<file path="src/rtl/sdram_rd_pkg.sv">
package sdram_rd_pkg;

    typedef enum logic [2:0] {
        ST_IDLE,
        ST_OPEN,
        ST_WAIT,
        ST_READ,
        ST_TURN,
        ST_DATA,
        ST_TERM,
        ST_REST
    } seq_state_e;

    typedef struct packed {
        logic sel_n;
        logic row_n;
        logic col_n;
        logic wr_n;
    } mem_cmd_t;

    localparam mem_cmd_t CMD_OPEN   = 4'b0011;
    localparam mem_cmd_t CMD_READ   = 4'b0101;
    localparam mem_cmd_t CMD_TERM   = 4'b0110;
    localparam mem_cmd_t CMD_NOP    = 4'b0111;
    localparam mem_cmd_t CMD_DESEL  = 4'b1111;

    function automatic mem_cmd_t cmd_for(seq_state_e s);
        case (s)
            ST_OPEN:                  return CMD_OPEN;
            ST_READ:                  return CMD_READ;
            ST_TERM:                  return CMD_TERM;
            ST_WAIT, ST_TURN, ST_DATA: return CMD_NOP;
            default:                  return CMD_DESEL;
        endcase
    endfunction

    function automatic logic lanes_enabled(seq_state_e s);
        return (s == ST_READ) || (s == ST_TURN) || (s == ST_DATA);
    endfunction

endpackage

</file>
<file path="src/rtl/sdram_rd_ctrl.sv">
module sdram_rd_ctrl
    import sdram_rd_pkg::*;
#(
    parameter int DW    = 16,
    parameter int MAX_N = 2
) (
    input  logic          clk,
    input  logic          rst,
    input  logic          req_valid,
    input  logic [DW-1:0] req_row,
    input  logic [DW-1:0] req_col,
    input  logic          req_two,
    input  logic          req_stream,
    input  logic          stop,
    output seq_state_e    state,
    output logic [DW-1:0] row_q,
    output logic [DW-1:0] col_q
);
    localparam int CNT_W = (MAX_N > 1) ? $clog2(MAX_N) : 1;

    logic [CNT_W-1:0] remain;
    logic             stream_q;

    always_ff @(posedge clk) begin
        if (rst) begin
            state    <= ST_IDLE;
            remain   <= '0;
            stream_q <= 1'b0;
            row_q    <= '0;
            col_q    <= '0;
        end else begin
            case (state)
                ST_IDLE: if (req_valid) begin
                    row_q    <= req_row;
                    col_q    <= req_col;
                    stream_q <= req_stream;
                    remain   <= CNT_W'(req_two);
                    state    <= ST_OPEN;
                end
                ST_OPEN: state <= ST_WAIT;
                ST_WAIT: state <= ST_READ;
                ST_READ: state <= ST_TURN;
                ST_TURN: state <= ST_DATA;
                ST_DATA: begin
                    if (stream_q) begin
                        if (stop) state <= ST_TERM;
                    end else if (remain == '0) begin
                        state <= ST_REST;
                    end else begin
                        remain <= remain - 1'b1;
                    end
                end
                ST_TERM: state <= ST_REST;
                default: state <= ST_IDLE;
            endcase
        end
    end

endmodule

</file>
<file path="src/rtl/sdram_rd_drive.sv">
module sdram_rd_drive
    import sdram_rd_pkg::*;
#(
    parameter int DW = 16
) (
    input  seq_state_e    state,
    input  logic [DW-1:0] row_q,
    input  logic [DW-1:0] col_q,
    output logic          busy,
    output logic          mem_clk_en,
    output mem_cmd_t      cmd,
    output logic [DW/8-1:0] mask,
    output logic [DW-1:0] bus_out,
    output logic          bus_oe
);
    localparam int LANES = DW / 8;

    logic lane_on;

    always_comb begin
        busy       = (state != ST_IDLE);
        mem_clk_en = 1'b1;
        cmd        = cmd_for(state);
        lane_on    = lanes_enabled(state);
        bus_oe     = (state == ST_OPEN) || (state == ST_WAIT) || (state == ST_READ);
        bus_out    = (state == ST_READ) ? col_q : row_q;
    end

    for (genvar g = 0; g < LANES; g++) begin : g_lane
        assign mask[g] = ~lane_on;
    end

endmodule

</file>
<file path="src/rtl/sdram_rd_capture.sv">
module sdram_rd_capture
    import sdram_rd_pkg::*;
#(
    parameter int DW = 16
) (
    input  logic          clk,
    input  logic          rst,
    input  seq_state_e    state,
    input  logic [DW-1:0] bus_in,
    output logic [DW-1:0] rd_data,
    output logic          rd_valid
);
    always_ff @(posedge clk) begin
        if (rst) begin
            rd_valid <= 1'b0;
            rd_data  <= '0;
        end else begin
            rd_valid <= (state == ST_DATA);
            if (state == ST_DATA) rd_data <= bus_in;
        end
    end

endmodule

</file>
<file path="src/rtl/sdram_rd_seq.sv">
module sdram_rd_seq
    import sdram_rd_pkg::*;
#(
    parameter int DW    = 16,
    parameter int MAX_N = 2
) (
    input  logic          clk,
    input  logic          rst,
    input  logic          req_valid,
    input  logic [DW-1:0] req_row,
    input  logic [DW-1:0] req_col,
    input  logic          req_two,
    input  logic          req_stream,
    input  logic          stop,
    output logic          busy,
    output logic          mem_clk_en,
    output logic          mem_sel_n,
    output logic          mem_row_strb_n,
    output logic          mem_col_strb_n,
    output logic          mem_wr_en_n,
    output logic [DW/8-1:0] mem_byte_mask,
    output logic [DW-1:0] bus_out,
    output logic          bus_oe,
    input  logic [DW-1:0] bus_in,
    output logic [DW-1:0] rd_data,
    output logic          rd_valid
);
    seq_state_e    state;
    logic [DW-1:0] row_q;
    logic [DW-1:0] col_q;
    mem_cmd_t      cmd;

    sdram_rd_ctrl #(.DW(DW), .MAX_N(MAX_N)) u_ctrl (
        .clk        (clk),
        .rst        (rst),
        .req_valid  (req_valid),
        .req_row    (req_row),
        .req_col    (req_col),
        .req_two    (req_two),
        .req_stream (req_stream),
        .stop       (stop),
        .state      (state),
        .row_q      (row_q),
        .col_q      (col_q)
    );

    sdram_rd_drive #(.DW(DW)) u_drive (
        .state      (state),
        .row_q      (row_q),
        .col_q      (col_q),
        .busy       (busy),
        .mem_clk_en (mem_clk_en),
        .cmd        (cmd),
        .mask       (mem_byte_mask),
        .bus_out    (bus_out),
        .bus_oe     (bus_oe)
    );

    sdram_rd_capture #(.DW(DW)) u_cap (
        .clk      (clk),
        .rst      (rst),
        .state    (state),
        .bus_in   (bus_in),
        .rd_data  (rd_data),
        .rd_valid (rd_valid)
    );

    assign mem_sel_n      = cmd.sel_n;
    assign mem_row_strb_n = cmd.row_n;
    assign mem_col_strb_n = cmd.col_n;
    assign mem_wr_en_n    = cmd.wr_n;

endmodule

</file>
<file path="config.mk">
export PLATFORM = sky130hd
export DESIGN_NAME = sdram_rd_seq
export DESIGN_NICKNAME = d
export VERILOG_FILES = /design/src/rtl/sdram_rd_pkg.sv /design/src/rtl/sdram_rd_ctrl.sv /design/src/rtl/sdram_rd_drive.sv /design/src/rtl/sdram_rd_capture.sv /design/src/rtl/sdram_rd_seq.sv
export SDC_FILE = /design/constraint.sdc
export NUM_CORES = 1
export LEC_CHECK = 0
export ABC_AREA = 1
export BUFFER_PORTS_ARGS = -buffer_cell sky130_fd_sc_hd__clkbuf_2
export CORE_ASPECT_RATIO = 0.6
export CORE_MARGIN = 2
export CORE_UTILIZATION = 25
export CTS_CLUSTER_DIAMETER = 150
export DETAILED_ROUTE_END_ITERATION = 8
export PLACE_DENSITY = 0.5
export REMOVE_ABC_BUFFERS = 1
export SYNTH_ARGS = -nofsm -noshare
export SYNTH_HDL_FRONTEND = slang
export SYNTH_HIERARCHICAL = 1
export SYNTH_SLANG_ARGS = --single-unit
</file>
<file path="constraint.sdc">
create_clock -name clk -period 3.4 [get_ports clk]
set_input_delay 0.51 -clock clk [delete_from_list [all_inputs] [get_ports clk]]
set_output_delay 0.51 -clock clk [all_outputs]
set_load 0.02 [all_outputs]
</file>
==> summary.txt <==
diodes inserted: 0
setup TNS: 0 ns
status: complete, no violations
most frequent cell after synthesis: nand2_1
nets: 490
Worst Hold Margin: 0.438 ns
Chip Height: 80.7 µm
register bit total from synthesis: 54
Worst Tran Pin Value: 0.699 ns
r2r startpoint: u_ctrl/state[1]$_SDFFE_PP0P_
I/O Pins: 96
Hold Path Origin: bus_in[8]
RSZ-0062 raised after global routing: no
largest net degree at the start of global routing: 37
met2 WL post-DR: 2990 µm
Post-synth ARST share: 0%
DR iter-0 viols: 79
Primary FF master, synth: dfxtp_1
Startpoint Class: flip-flop
Filler Cell Count: 1,038
first-pass detailed-route iteration total: 4
Port Buf Inserts: 94
max-cap viol count: 0
worst-path cell chain: buf_4 > nand4_1 > nand2_1 > clkbuf_2
clock sinks: 54
design area: 3110 µm²
Setup Buffers After CTS: 0
commonest cells in the netlist: nand2_1 (138), dfxtp_1 (54), nor2_1 (42), a21oi_1 (36), inv_1 (24)
Synth area leader: dfxtp_1
Fmax: 428 MHz
cts repair resizes: 0
met1 wire length: 3200 µm
DRC: 0
Synth area leaders: dfxtp_1 (44%), nand2_1 (21%), a21oi_1 (7.4%)
Max FO, Critical Path: 16
Mapped Avg Cell Area: 6.90 µm²
PD cells: 506 nW/µm²
H-tree Lvls: 2
first-pass GRT wire length: 10,900 µm
core box area: 9360 µm²
Top Layer Used: met4
CP max stage delay: 0.78 ns
drt via density: 4.19
vias in the first global route: 2,260
Slew Limit Headroom: 53.3%
Detail Route met3 WL: 467 µm
die width: 132 µm
Max Slew Vio Count: 0
Worst Setup Path Type: reg2out
placed wire-length estimate: 4730 µm
Worst R2R End: u_ctrl/col_q[1]$_SDFFE_PP0P_
CTS Hold Bufs: 0
Die Area: 10,600 µm²
Ys Warns: 6
crit path time final: 2.33 ns
worst-case clock buffer depth: 2
Crit. End Element: output pin
Worst VDD drop: 0.000265 V
reg2reg path depth: 5
CTS tree: done
setup violators final: 0
CP Data Required Time: 2.89 ns
initial antenna violation count: 0
Post-DRT Antenna Nets: 0
cells after synthesis: 355
period utilisation layout: 68.7%
Synth top area share: 44.1%
worst skew pair latency: 0.29 ns
Final Util: 33.2%
Post-synth EDFFs: 0
root buf cell: clkbuf_16
Static Leak: 0.00157 µW
sequential fraction of the synthesis area: 44.1%
area of placed instances: 2940 µm²
Crit path arrival time: 1.82 ns
synthesized area: 2450 µm²
total routed wirelength: 6710 µm
PnR Total Power: 1570 µW
wire per inst: 11.8 µm
WHS Path Cells: 3
Final Hold Fails: 0
clock-pin transition on the worst setup and hold timing paths: 0.07 ns
Vias: 2,374
# rows: 27
Syn-to-layout area delta: 26.8%
Netlist cell types: 20
Tot GR Track Use: 12.9%
gr ovfl total: 0
r2r setup slk: 1.25 ns
fraction of layout cells with a size suffix above 1: 26.3%
Worst Skew: 0.00535 ns
Hold Path Class: in2reg
Initial Util: 26.2%
Slowest-stage cell, CP: dfxtp_1
CTS buffer count: 5
Hold EP: u_cap/rd_data[8]$_SDFFE_PP0N_
placer congestion estimate: 0.726
[final cells by class]
cell class / instances / area [µm²] / area share [%]
Clock buffer: 5 / 125 / 4.03
Multi-Input combinational cell: 250 / 1100 / 35.3
Tap cell: 130 / 163 / 5.24
Sequential cell: 54 / 1080 / 34.8
Timing Repair Buffer: 97 / 493 / 15.9
Inverter: 28 / 106 / 3.42
Clock inverter: 3 / 40.0 / 1.29
[stage by stage]
step	std cells	worst slack, ns
2_1_floorplan	332	1.35
3_3_place_gp	559	1.28
3_5_place_dp	559	1.20
4_1_cts	567	1.03
5_1_grt	567	0.876
6_report	567	1.07
[cell usage in the layout (no fill, tap or decap)]
master / count
nand4_1: 18
inv_1: 24
nand3_1: 5
nand3_4: 3
conb_1: 1
clkbuf_16: 5
nor2_2: 2
o21ai_0: 2
nand3b_1: 1
dfxtp_1: 54
nor2_1: 42
clkinv_2: 3
clkbuf_2: 94
a21oi_1: 36
bufinv_16: 1
inv_2: 3
nand2_1: 138
nor2_4: 1
buf_4: 3
nor2b_1: 1
[power by group]
group	internal [µW]	switching (µW)
clock	345	233
combinational	96.5	187
sequential	674	36.0
[how the worst max path moves through the flow]
stage          cells past startpoint                          from                             to  slack [ns]
2_1_floorplan                      3  u_ctrl/state[2]$_SDFFE_PP0P_               mem_byte_mask[0]        1.35
3_3_place_gp                       5  u_ctrl/state[0]$_SDFFE_PP0P_  u_ctrl/col_q[14]$_SDFFE_PP0P_        1.28
3_5_place_dp                       5  u_ctrl/state[1]$_SDFFE_PP0P_   u_ctrl/row_q[1]$_SDFFE_PP0P_        1.20
4_1_cts                            3  u_ctrl/state[1]$_SDFFE_PP0P_               mem_byte_mask[1]        1.03
5_1_grt                            4  u_ctrl/state[2]$_SDFFE_PP0P_               mem_byte_mask[0]        0.88
6_report                           4  u_ctrl/state[0]$_SDFFE_PP0P_                     bus_out[9]        1.07
[worst max-delay path: cells and delay by family, from the launching register on]
family	cells	cell delay, ns
buffers and inverters	2	0.50
flip-flops	1	0.78
AND/OR/NAND/NOR	2	0.26
[registers in the layout (all words and copies together), names as in the netlist]
register         count
u_cap/rd_data       16
u_ctrl/col_q        16
u_ctrl/row_q        16
u_ctrl/state         3
u_cap/rd_valid       1
u_ctrl/remain        1
u_ctrl/stream_q      1
[cell families after synthesis]
group / Yosys count / share of synthesized area [%]
AO/OA/AOI/OAI: 38 / 7.77
AND/OR/NAND/NOR: 211 / 36.9
flip-flops: 54 / 44.1
buffers and inverters: 51 / 11.0
other: 1 / 0.153
[per-layer routing]
layer  global-route usage, %  up-vias
li1                        -     1268
met3                    3.98        5
met2                    21.0       62
met1                    16.7     1039
met4                    3.26        0
met5                       0        -
(Power assumes the default switching activity.)
